## src/rtl/pcic_pkg.sv

```systemverilog
package pcic_pkg;
  localparam int DW = 8;
  localparam int GW = 8;
  localparam logic [DW-1:0] MASK_BASE = 8'h6B;
  localparam logic [DW-1:0] FLAG_ADDR = 8'h40;
  localparam logic [DW-1:0] EN_ADDR   = 8'h41;

  // implemented mask bits per group; group 1 bit 7 is reserved
  function automatic logic [GW-1:0] impl_bits(int g);
    return (g == 1) ? 8'h7F : 8'hFF;
  endfunction
endpackage

```

## src/rtl/pcic_sync.sv

```systemverilog
module pcic_sync #(
  parameter int W = 8
) (
  input  logic         clk_i,
  input  logic         rst_ni,
  input  logic [W-1:0] pin_i,
  output logic [W-1:0] chg_o
);
  logic [W-1:0] s1_q, s2_q, prev_q;

  always_ff @(posedge clk_i or negedge rst_ni) begin
    if (!rst_ni) begin
      s1_q   <= '0;
      s2_q   <= '0;
      prev_q <= '0;
    end else begin
      s1_q   <= pin_i;
      s2_q   <= s1_q;
      prev_q <= s2_q;
    end
  end

  assign chg_o = s2_q ^ prev_q;
endmodule

```

## src/rtl/pcic_group.sv

```systemverilog
module pcic_group #(
  parameter int             GW   = 8,
  parameter logic [GW-1:0]  IMPL = '1
) (
  input  logic          clk_i,
  input  logic          rst_ni,
  input  logic [GW-1:0] chg_i,
  input  logic          mask_we_i,
  input  logic [GW-1:0] wdata_i,
  input  logic          clr_i,
  input  logic          en_i,
  input  logic          gie_i,
  output logic [GW-1:0] mask_o,
  output logic          flag_o,
  output logic          irq_o
);
  logic [GW-1:0] mask_q;
  logic          flag_q, irq_q, hit;

  assign hit = |(chg_i & mask_q);

  always_ff @(posedge clk_i or negedge rst_ni) begin
    if (!rst_ni) begin
      mask_q <= '0;
      flag_q <= 1'b0;
      irq_q  <= 1'b0;
    end else begin
      if (mask_we_i) mask_q <= wdata_i & IMPL;
      // new event beats a simultaneous clear
      flag_q <= hit | (flag_q & ~clr_i);
      irq_q  <= flag_q & en_i & gie_i;
    end
  end

  assign mask_o = mask_q;
  assign flag_o = flag_q;
  assign irq_o  = irq_q;

  p_flag_set_r2: assert property (@(posedge clk_i) disable iff (!rst_ni)
    hit |=> flag_o);
  p_masked_out_r3: assert property (@(posedge clk_i) disable iff (!rst_ni)
    (!hit && !flag_o && !clr_i) |=> !flag_o);
  p_clear_r5: assert property (@(posedge clk_i) disable iff (!rst_ni)
    (clr_i && !hit) |=> !flag_o);
  p_set_wins_r7: assert property (@(posedge clk_i) disable iff (!rst_ni)
    (clr_i && hit) |=> flag_o);
  p_irq_lag_r4: assert property (@(posedge clk_i) disable iff (!rst_ni)
    (flag_o && en_i && gie_i) |=> irq_o);
  p_irq_gate_r4: assert property (@(posedge clk_i) disable iff (!rst_ni)
    !(flag_o && en_i && gie_i) |=> !irq_o);
endmodule

```

## src/rtl/pin_change_irq.sv

```systemverilog
module pin_change_irq
  import pcic_pkg::*;
#(
  parameter int NGRP = 3
) (
  input  logic               clk_i,
  input  logic               rst_ni,
  input  logic [NGRP*GW-1:0] pin_i,
  input  logic [DW-1:0]      addr_i,
  input  logic [DW-1:0]      wdata_i,
  input  logic               we_i,
  input  logic               re_i,
  output logic [DW-1:0]      rdata_o,
  input  logic               gie_i,
  input  logic [NGRP-1:0]    ack_i,
  output logic [NGRP-1:0]    irq_o
);
  localparam int NPIN = NGRP * GW;

  logic [NPIN-1:0] chg;
  logic [NGRP-1:0] en_q, flag_w, clr, mask_we;
  logic [GW-1:0]   mask_w [NGRP];
  logic [DW-1:0]   rd_val, rdata_q;

  pcic_sync #(.W(NPIN)) u_sync (
    .clk_i (clk_i),
    .rst_ni(rst_ni),
    .pin_i (pin_i),
    .chg_o (chg)
  );

  for (genvar g = 0; g < NGRP; g++) begin : g_grp
    assign mask_we[g] = we_i && (addr_i == DW'(MASK_BASE + g));
    assign clr[g]     = (we_i && (addr_i == FLAG_ADDR) && wdata_i[g]) || ack_i[g];

    pcic_group #(.GW(GW), .IMPL(impl_bits(g))) u_grp (
      .clk_i    (clk_i),
      .rst_ni   (rst_ni),
      .chg_i    (chg[g*GW +: GW]),
      .mask_we_i(mask_we[g]),
      .wdata_i  (wdata_i[GW-1:0]),
      .clr_i    (clr[g]),
      .en_i     (en_q[g]),
      .gie_i    (gie_i),
      .mask_o   (mask_w[g]),
      .flag_o   (flag_w[g]),
      .irq_o    (irq_o[g])
    );
  end

  always_ff @(posedge clk_i or negedge rst_ni) begin
    if (!rst_ni) en_q <= '0;
    else if (we_i && addr_i == EN_ADDR) en_q <= wdata_i[NGRP-1:0];
  end

  always_comb begin
    rd_val = '0;
    if (addr_i == FLAG_ADDR) rd_val[NGRP-1:0] = flag_w;
    if (addr_i == EN_ADDR)   rd_val[NGRP-1:0] = en_q;
    for (int g = 0; g < NGRP; g++)
      if (addr_i == DW'(MASK_BASE + g)) rd_val = DW'(mask_w[g]);
  end

  always_ff @(posedge clk_i or negedge rst_ni) begin
    if (!rst_ni)   rdata_q <= '0;
    else if (re_i) rdata_q <= rd_val;
  end

  assign rdata_o = rdata_q;

  p_rdata_hold_r10: assert property (@(posedge clk_i) disable iff (!rst_ni)
    !re_i |=> $stable(rdata_o));
  p_en_write_r11: assert property (@(posedge clk_i) disable iff (!rst_ni)
    (we_i && addr_i == EN_ADDR && re_i == 1'b0) |=> (en_q == $past(wdata_i[NGRP-1:0])));

  if (NGRP > 1) begin : g_rsvd
    p_rsvd_zero_r9: assert property (@(posedge clk_i) disable iff (!rst_ni)
      (re_i && addr_i == DW'(MASK_BASE + 1)) |=> !rdata_o[7]);
  end
endmodule

```

## config.mk

```make
export PLATFORM = sky130hd
export DESIGN_NAME = pin_change_irq
export DESIGN_NICKNAME = d
export VERILOG_FILES = /design/src/rtl/pcic_pkg.sv /design/src/rtl/pcic_sync.sv /design/src/rtl/pcic_group.sv /design/src/rtl/pin_change_irq.sv
export SDC_FILE = /design/constraint.sdc
export NUM_CORES = 1
export LEC_CHECK = 0
export BUFFER_PORTS_ARGS = -buffer_cell sky130_fd_sc_hd__buf_2
export CAP_MARGIN = 40
export CORE_ASPECT_RATIO = 1.4
export CORE_MARGIN = 8
export CORE_UTILIZATION = 54
export CTS_BUF_LIST = sky130_fd_sc_hd__clkbuf_8
export DETAILED_ROUTE_END_ITERATION = 12
export GPL_ROUTABILITY_DRIVEN = 0
export HOLD_SLACK_MARGIN = 0.1
export PLACE_DENSITY = 0.82
export RECOVER_POWER = 100
export SLEW_MARGIN = 10
export SYNTH_ARGS = -nofsm -noshare
export SYNTH_HDL_FRONTEND = slang
export SYNTH_SLANG_ARGS = --single-unit
export TNS_END_PERCENT = 5
```

## constraint.sdc

```tcl
create_clock -name clk_i -period 3 [get_ports clk_i]
set_clock_uncertainty 0.15 [all_clocks]
set_input_delay 0.45 -clock clk_i [delete_from_list [all_inputs] [get_ports clk_i]]
set_output_delay 0.45 -clock clk_i [all_outputs]
set_load 0.05 [all_outputs]
```

### Yosys cells after proc, flatten, opt, wreduce, memory -nomap -nowiden

Index checks and enable logic that the tools add are counted.

* input bits: 48
* output and inout port bits: 11
* logic and storage cells: 57
* bits in registers: 112

* reductions and logical operators: 14
* eq/ne operators: 5
* multiplexer cells: 5
* bitwise operators: 19

Operators with widths (count)
* $eq 8x7->1 const B: 5
* $mux 8: 3
* $reduce_or 8->1: 3
* $xor 24x24->24: 1
* $and 8x8->8: 2
* $and 1x1->1: 9
* $and 8x7->8: 1
* $logic_and 1x1->1: 8
* $mux 3: 2
* $logic_or 1x1->1: 3
* $not 1->1: 3
* $or 1x1->1: 3

### Logic depth before layout (Yosys ltp)

Gate-level depths: netlist of run 1.

* depth in word-level cells: 7
* depth in mapped cells: 6
* depth with buffers taken out: 4

### Hierarchy

Synthesis of run 1 repeated with hierarchy kept, for this count alone.

* cell total of the unflattened synthesis: 266
* area, all modules: 4067.7 µm²

Modules (own cells, without submodules)
* pcic_sync: cells each 96, area an instance 2011.9 µm², instances 1
* pin_change_irq: cells each 92, area an instance 840.8 µm², instances 1
* pcic_group at g_grp[0].u_grp ...: cells each 26, area an instance 407.9 µm², instances 2
* pcic_group at g_grp[1].u_grp: cells each 26, area an instance 399.1 µm², instances 1

### Worst setup path before layout of run 1

OpenSTA, ideal clock, no wires.

* path type: input to register
* from: in addr_i[4]
* to: reg g_grp[2].u_grp.mask_q[0]
* slack: 1.110 ns
* arrival time: 1.615 ns
* stages: 4
* setup time: 0.125 ns
* path through: nor3b_1 > nand4_1 > nor2_2 > mux2_2

* word-level cells in the longest chain between the ends: 2

RTL lines
* start: declaration: line pin_change_irq.sv:9 `input logic [DW-1:0] addr_i,`
* $eq 8x7->1: line pin_change_irq.sv:33 `assign mask_we[g] = we_i && (addr_i == DW'(MASK_BASE + g));`
* $logic_and 1x1->1: line pin_change_irq.sv:33
* end signal: assignment: line pcic_group.sv:28 `if (mask_we_i) mask_q <= wdata_i & IMPL;`
* end: declaration: line pcic_group.sv:17 `logic [GW-1:0] mask_q;`

No other way between the ends.
A chain may end at the register's enable or synchronous reset.

### Worst setup path after layout of run 1

* from: in addr_i[1]
* to: reg g_grp[2].u_grp.mask_q[3]

Same word-level chain as after synthesis.

==> results of run 1 <==
[stage by stage]
step | instances | total power [W] | area, sq um | hold WS, ns
floorplan | 260 | 0.00171 | 3920 | 0.00441
global placement | 406 | 0.00180 | 4300 | 0.182
detailed placement | 406 | 0.00181 | 4300 | 0.185
CTS | 445 | 0.00268 | 4730 | 0.185
global route | 445 | 0.00277 | 4680 | 0.187
finish | 445 | 0.00264 | 4680 | 0.198
[cells in the mapped netlist (2+ instances only)]
master	instances	area share
a211o_1	3	0.0067
a21o_1	2	0.0038
a221oi_1	2	0.0045
a22o_1	5	0.011
a22oi_1	11	0.021
and3_1	3	0.0048
buf_4	3	0.0057
clkbuf_1	3	0.0029
dfrtp_1	109	0.70
inv_1	10	0.0096
mux2_2	28	0.080
mux2i_1	3	0.0077
nand2_1	6	0.0057
nand3_1	3	0.0038
nand3b_1	2	0.0038
nand4_1	5	0.0080
nor2_1	3	0.0029
nor2_2	2	0.0032
nor2b_1	3	0.0048
nor3_1	3	0.0038
o21ai_0	2	0.0026
o21ba_2	2	0.0051
o221ai_1	4	0.0089
o22ai_1	4	0.0064
xor2_1	23	0.051
[worst max-delay path: stages]
cell	delay, ns
clkbuf_1	0.12
and2b_1	0.48
nand4_1	0.24
nor2_1	0.61
mux2_2	0.41
[cell type report]
type	instances	share of cell area
Clock inverter	5	0.0115
Sequential cell	109	0.583
Tap cell	97	0.0259
Inverter	10	0.00802
Multi-Input combinational cell	132	0.229
Clock buffer	10	0.0294
Timing Repair Buffer	82	0.113
[sequential cells by signal, summed over array words and instances (netlist names)]
| signal | flops |
|---|---|
| g_grp.u_grp.mask_o | 23 |
| rdata_o | 8 |
| g_grp.u_grp.flag_o | 3 |
| u_sync.s2_q | 23 |
| u_sync.prev_q | 23 |
| g_grp.u_grp.irq_o | 3 |
| en_q | 3 |
| u_sync.s1_q | 23 |
[worst max path at each step]
stage / from / end / slack (ns) / depth (start not counted)
after floorplan: addr_i[4] / g_grp[2].u_grp.mask_o[0]$_DFFE_PN0P_ / 1.11 / 4
after global placement: addr_i[1] / g_grp[2].u_grp.mask_o[2]$_DFFE_PN0P_ / 0.60 / 5
after detailed placement: addr_i[1] / g_grp[2].u_grp.mask_o[0]$_DFFE_PN0P_ / 0.60 / 5
after CTS: addr_i[1] / g_grp[2].u_grp.mask_o[3]$_DFFE_PN0P_ / 1.0 / 5
after global routing: addr_i[1] / g_grp[2].u_grp.mask_o[3]$_DFFE_PN0P_ / 0.67 / 5
final: addr_i[1] / g_grp[2].u_grp.mask_o[3]$_DFFE_PN0P_ / 0.78 / 5
[power groups by stage]
stage               sequential (W)  clock (W)  combinational, W
floorplan                  0.00161          0         0.0000957
finish                     0.00159   0.000844          0.000203
global placement           0.00162          0          0.000179
detailed placement         0.00162          0          0.000184
CTS                        0.00159   0.000873          0.000209
global route               0.00160   0.000941          0.000226
[logic make-up (layout without fill, tap and decap cells)]
logic type,after synthesis,count (layout),synth area share
flops,109,109,0.695
compound gates,40,40,0.0810
simple gates,38,38,0.0609
mux,31,31,0.0880
xor+xnor,23,23,0.0514
buf+inv,19,107,0.0233
[timing repair]
| item | CTS | global route |
|---|---|---|
| buffers inserted | 0 | 0 |
| hold buffers | 24 | 0 |
| hold endpoints to repair | 69 | 0 |
[layer usage]
metal	vias to the layer above	track usage	routed length (microns)
li1	1089	-	-
met1	1148	0.173	2850
met2	76	0.260	3640
met3	19	0.0398	498
met4	0	0.0906	247
met5	-	0	0
==> results_dict.tcl, run 1 <==
set metrics [dict create \
    wl_microns 7230 \
    nNetsFinal 392 \
    grt_pass1_vias 2414 \
    overflow 0 \
    finalSetupTns_ns 0 \
    hp-start "wdata_i[7]" \
    finalSetupViolCount 0 \
    cts_buffers 9 \
    power_frac_clock 0.319 \
    fin_crit_sh 0.741 \
    die_y_microns 117 \
    rsz0062_at_grt "no" \
    switching_power_w 0.000595 \
    setup_ws_ns 0.776 \
    ir_drop_v 0.000340 \
    core_area_sq_um 7180 \
    synth_edf_count 0 \
    p_sw_frac 0.225 \
    reg2reg_depth 4 \
    worstSkewPairLatency_ns 0.36 \
    combPwrFrac 0.077 \
    cts_tree "yes" \
    netlist_instances 260 \
    syn-num-nets 308 \
    portBuffers 57 \
    max_cap_viol_count 0 \
    syn_to_final_growth_pct 19.3 \
    vias 2332 \
    required_ns 3.10 \
    synth_flop_cell "dfrtp_1" \
    yosys_warnings 0 \
    regToRegEndpoint "g_grp[2].u_grp.flag_o$_DFF_PN0_" \
    cts-root-buf "clkbuf_8" \
    drt_iter0_markers 131 \
    cts.repair.resized 0 \
    seqPwrFrac 0.604 \
    antenna_found_initial 0 \
    diodes 0 \
    dp.final_hpwl_microns 5070 \
    htreeDepth 3 \
    layout.cells.most_common_list "dfrtp_1 (109), buf_2 (43), mux2_2 (28)" \
    pre_cts_slack_ns 0.602 \
    cp.arrival_ns 2.32 \
    drt-pass1-iter-count 5 \
    register_area_sq_um 2730 \
    clkSlewWorstSetupHoldPaths_ns 0.09 \
    slew_headroom 0.218 \
    finish.utilization 0.652 \
    wire_per_inst_microns 16.3 \
    cp_max_fo 14 \
    fmax_mhz 450 \
    nFillCells 530 \
    rr_startpoint "u_sync.s2_q[20]$_DFF_PN0_" \
    power.density_nw_per_um2 565 \
    grt_max_degree 64 \
    ys_seq_elements 109 \
    leakagePower_nw 2.17 \
    min_period_ns 2.22 \
    drv_slew 0 \
    die_width_microns 88.0 \
    ios 59 \
    synthArstFlopShare 1.00 \
    grt_pass1_wl_microns 11800 \
    clk_path_buf_depth 2 \
    final_common_cell "dfrtp_1" \
    regToRegSetupSlack_ns 1.53 \
    finalHoldViolations 0 \
    crit_type "in -> reg" \
    endpoint_kind "flip-flop" \
    synth_cell_types 41 \
    multi_input_area_sq_um 1070 \
    initial_core_util 0.547 \
    drc_errors 0 \
    num_rows 37 \
    hold_depth 2 \
    via_per_inst 5.24 \
    antenna_left 0 \
    syn_area_per_cell_sq_um 15.1 \
    status "completed" \
    min_to "g_grp[0].u_grp.mask_o[7]$_DFFE_PN0P_" \
    tightest_slew_ns 1.17 \
    seq_area_frac_synth 0.695 \
    die_area_sq_um 10300 \
    internal-power_w 0.00205 \
    drive_above_1_share 0.256 \
    cts_sinks 109 \
    grt.total_usage 0.155 \
    worstHoldPathType "in -> reg" \
    startpoint_type "input port" \
    syn_area_sq_um 3920 \
]
(Power assumes the default switching activity.)
==> run 2: changes to the inputs <==
Settings changed: CORE_UTILIZATION 54 to 53, PLACE_DENSITY 0.82 to 0.84.
Clock period 3 ns to 2 ns, I/O delays scaled along.
==> run 2 against run 1 <==
First-iteration DRC count down 35%. Critical endpoint is now g_grp[0].u_grp.mask_o[4]$_DFFE_PN0P_. Sequential power rose by 50%. Critical path depth is the same. Hold slack lost 0.068 ns.
==> results_dict.tcl, run 2 (synthesis results as in run 1) <==
set metrics [dict create \
    htreeDepth 3 \
    portBuffers 57 \
    rsz0062_at_grt "no" \
    die_width_microns 88.7 \
    tightest_slew_ns 0.960 \
    clk_path_buf_depth 2 \
    drt_iter0_markers 85 \
    drv_slew 0 \
    slowest_delay_ns 0.52 \
    dp.final_hpwl_microns 5360 \
    crit_buf_inv 1 \
    wire_per_inst_microns 16.3 \
    drt-pass1-iter-count 4 \
    nNetsFinal 410 \
    worstSkewPairLatency_ns 0.36 \
    required_ns 2.09 \
    post_cts_buffers 0 \
    core_area_sq_um 7270 \
    cp_max_fo 8 \
    fmax_mhz 583 \
    met1_usage 0.177 \
    finalHoldViolations 0 \
    ir_drop_v 0.000567 \
    grt.total_usage 0.159 \
    max_cap_viol_count 0 \
    cts_tree "yes" \
    endpoint_kind "flip-flop" \
    cp.depth 5 \
    grt_max_degree 41 \
    reg2reg_depth 4 \
    diodes 0 \
    initial_core_util 0.540 \
    startpoint_type "input port" \
    wl_microns 7550 \
    whs_ns 0.130 \
    cp_top_family "simple AND/OR/NAND/NOR gates" \
    worstHoldPathType "in -> reg" \
    overflow 0 \
    fin_crit_sh 0.858 \
    nFillCells 529 \
    hold_depth 2 \
    status "completed" \
    min_period_ns 1.72 \
    cts-root-buf "clkbuf_8" \
    final_common_cell "dfrtp_1" \
    critical_path.slowest_cell "or3b_1" \
    drc_errors 0 \
    layout.cells.most_common_list "dfrtp_1 (109), buf_2 (43), dlygate4sd3_1 (33)" \
    vias 2404 \
    ios 59 \
    die_y_microns 118 \
    num_rows 37 \
    cts_sinks 109 \
    via_per_inst 5.18 \
    grt_pass1_vias 2539 \
    path_cells "buf_2 > or3b_1 > nor3_4 > nand2_1 > mux2_2" \
    drive_above_1_share 0.272 \
    grt_pass1_wl_microns 12500 \
    grt_util_met2 0.265 \
    multi_input_area_sq_um 1090 \
    antenna_found_initial 0 \
    top_usage_layer "met2" \
    register_area_sq_um 2730 \
    die_area_sq_um 10400 \
    cp.arrival_ns 1.80 \
    power.density_nw_per_um2 796 \
    crit_type "in -> reg" \
    finalSetupViolCount 0 \
    syn_to_final_growth_pct 23.3 \
    leakagePower_nw 2.25 \
    cts_buffers 9 \
    finalSetupTns_ns 0 \
    clkSlewWorstSetupHoldPaths_ns 0.10 \
    slew_headroom 0.360 \
    grt.met3_usage 0.0356 \
    antenna_left 0 \
]
[run 2: changes by cell type in the layout (fill, tap and decap cells not counted), moves of 2 or more]
| cell | change |
|---|---|
| dlygate4sd3_1 | +9 |
| buf_4 | +5 |
| clkbuf_1 | +4 |
| clkinv_2 | +3 |
| nor2_1 | -2 |
| nor2_2 | +2 |
| nor3_1 | -2 |
[run 2: timing repair]
item	CTS	global route
endpoints found under the hold margin	82	0
gates resized for setup	0	0
hold buffers	33	0
[run 2: final cells by class]
| cell class | count | area share |
|---|---|---|
| Clock buffer | 10 | 0.0285 |
| Clock inverter | 6 | 0.00647 |
| Inverter | 10 | 0.00776 |
| Multi-Input combinational cell | 132 | 0.226 |
| Sequential cell | 109 | 0.564 |
| Tap cell | 97 | 0.0251 |
| Timing Repair Buffer | 100 | 0.142 |
[run 2: per-stage QoR]
| step | setup WS [ns] | utilization | cell area, sq um | std cells | total power, W |
|---|---|---|---|---|---|
| floorplan | 0.260 | - | 3920 | 260 | 0.00256 |
| finish | 0.285 | 0.665 | 4840 | 464 | 0.00385 |
| detailed placement | 0.0538 | 0.602 | 4380 | 415 | 0.00273 |
| global placement | 0.0701 | 0.602 | 4380 | 415 | 0.00271 |
| CTS | 0.439 | 0.671 | 4880 | 464 | 0.00390 |
| global route | 0.239 | 0.665 | 4840 | 464 | 0.00404 |
[run 2: worst paths after layout]
| check | to | from | slack [ns] |
|---|---|---|---|
| worst max-delay path | g_grp[0].u_grp.mask_o[4]$_DFFE_PN0P_ | addr_i[4] | 0.28 |
| worst min register to register | u_sync.s2_q[3]$_DFF_PN0_ | u_sync.s1_q[3]$_DFF_PN0_ | 0.20 |
| min in group asynchronous | u_sync.s1_q[1]$_DFF_PN0_ | rst_ni | 0.48 |
| worst min-delay path | g_grp[2].u_grp.mask_o[2]$_DFFE_PN0P_ | wdata_i[2] | 0.13 |
| worst max register to register | g_grp[2].u_grp.flag_o$_DFF_PN0_ | u_sync.s2_q[20]$_DFF_PN0_ | 0.51 |
| max in group asynchronous | g_grp[0].u_grp.mask_o[5]$_DFFE_PN0P_ | rst_ni | 0.46 |
[run 2: power breakdown]
group | leakage [nW] | total [W] | internal [W] | switching [W]
registers | 1.35 | 0.00239 | 0.00232 | 0.0000754
clock network | 0.0984 | 0.00112 | 0.000474 | 0.000646
logic | 0.800 | 0.000337 | 0.000171 | 0.000166
total | 2.25 | 0.00385 | 0.00296 | 0.000888
[run 2: metal layers]
| layer | routed length [microns] | share of wire |
|---|---|---|
| met3 | 396 | 0.052 |
| met2 | 3950 | 0.52 |
| met4 | 246 | 0.033 |
| met1 | 2950 | 0.39 |
| met5 | 0 | 0 |
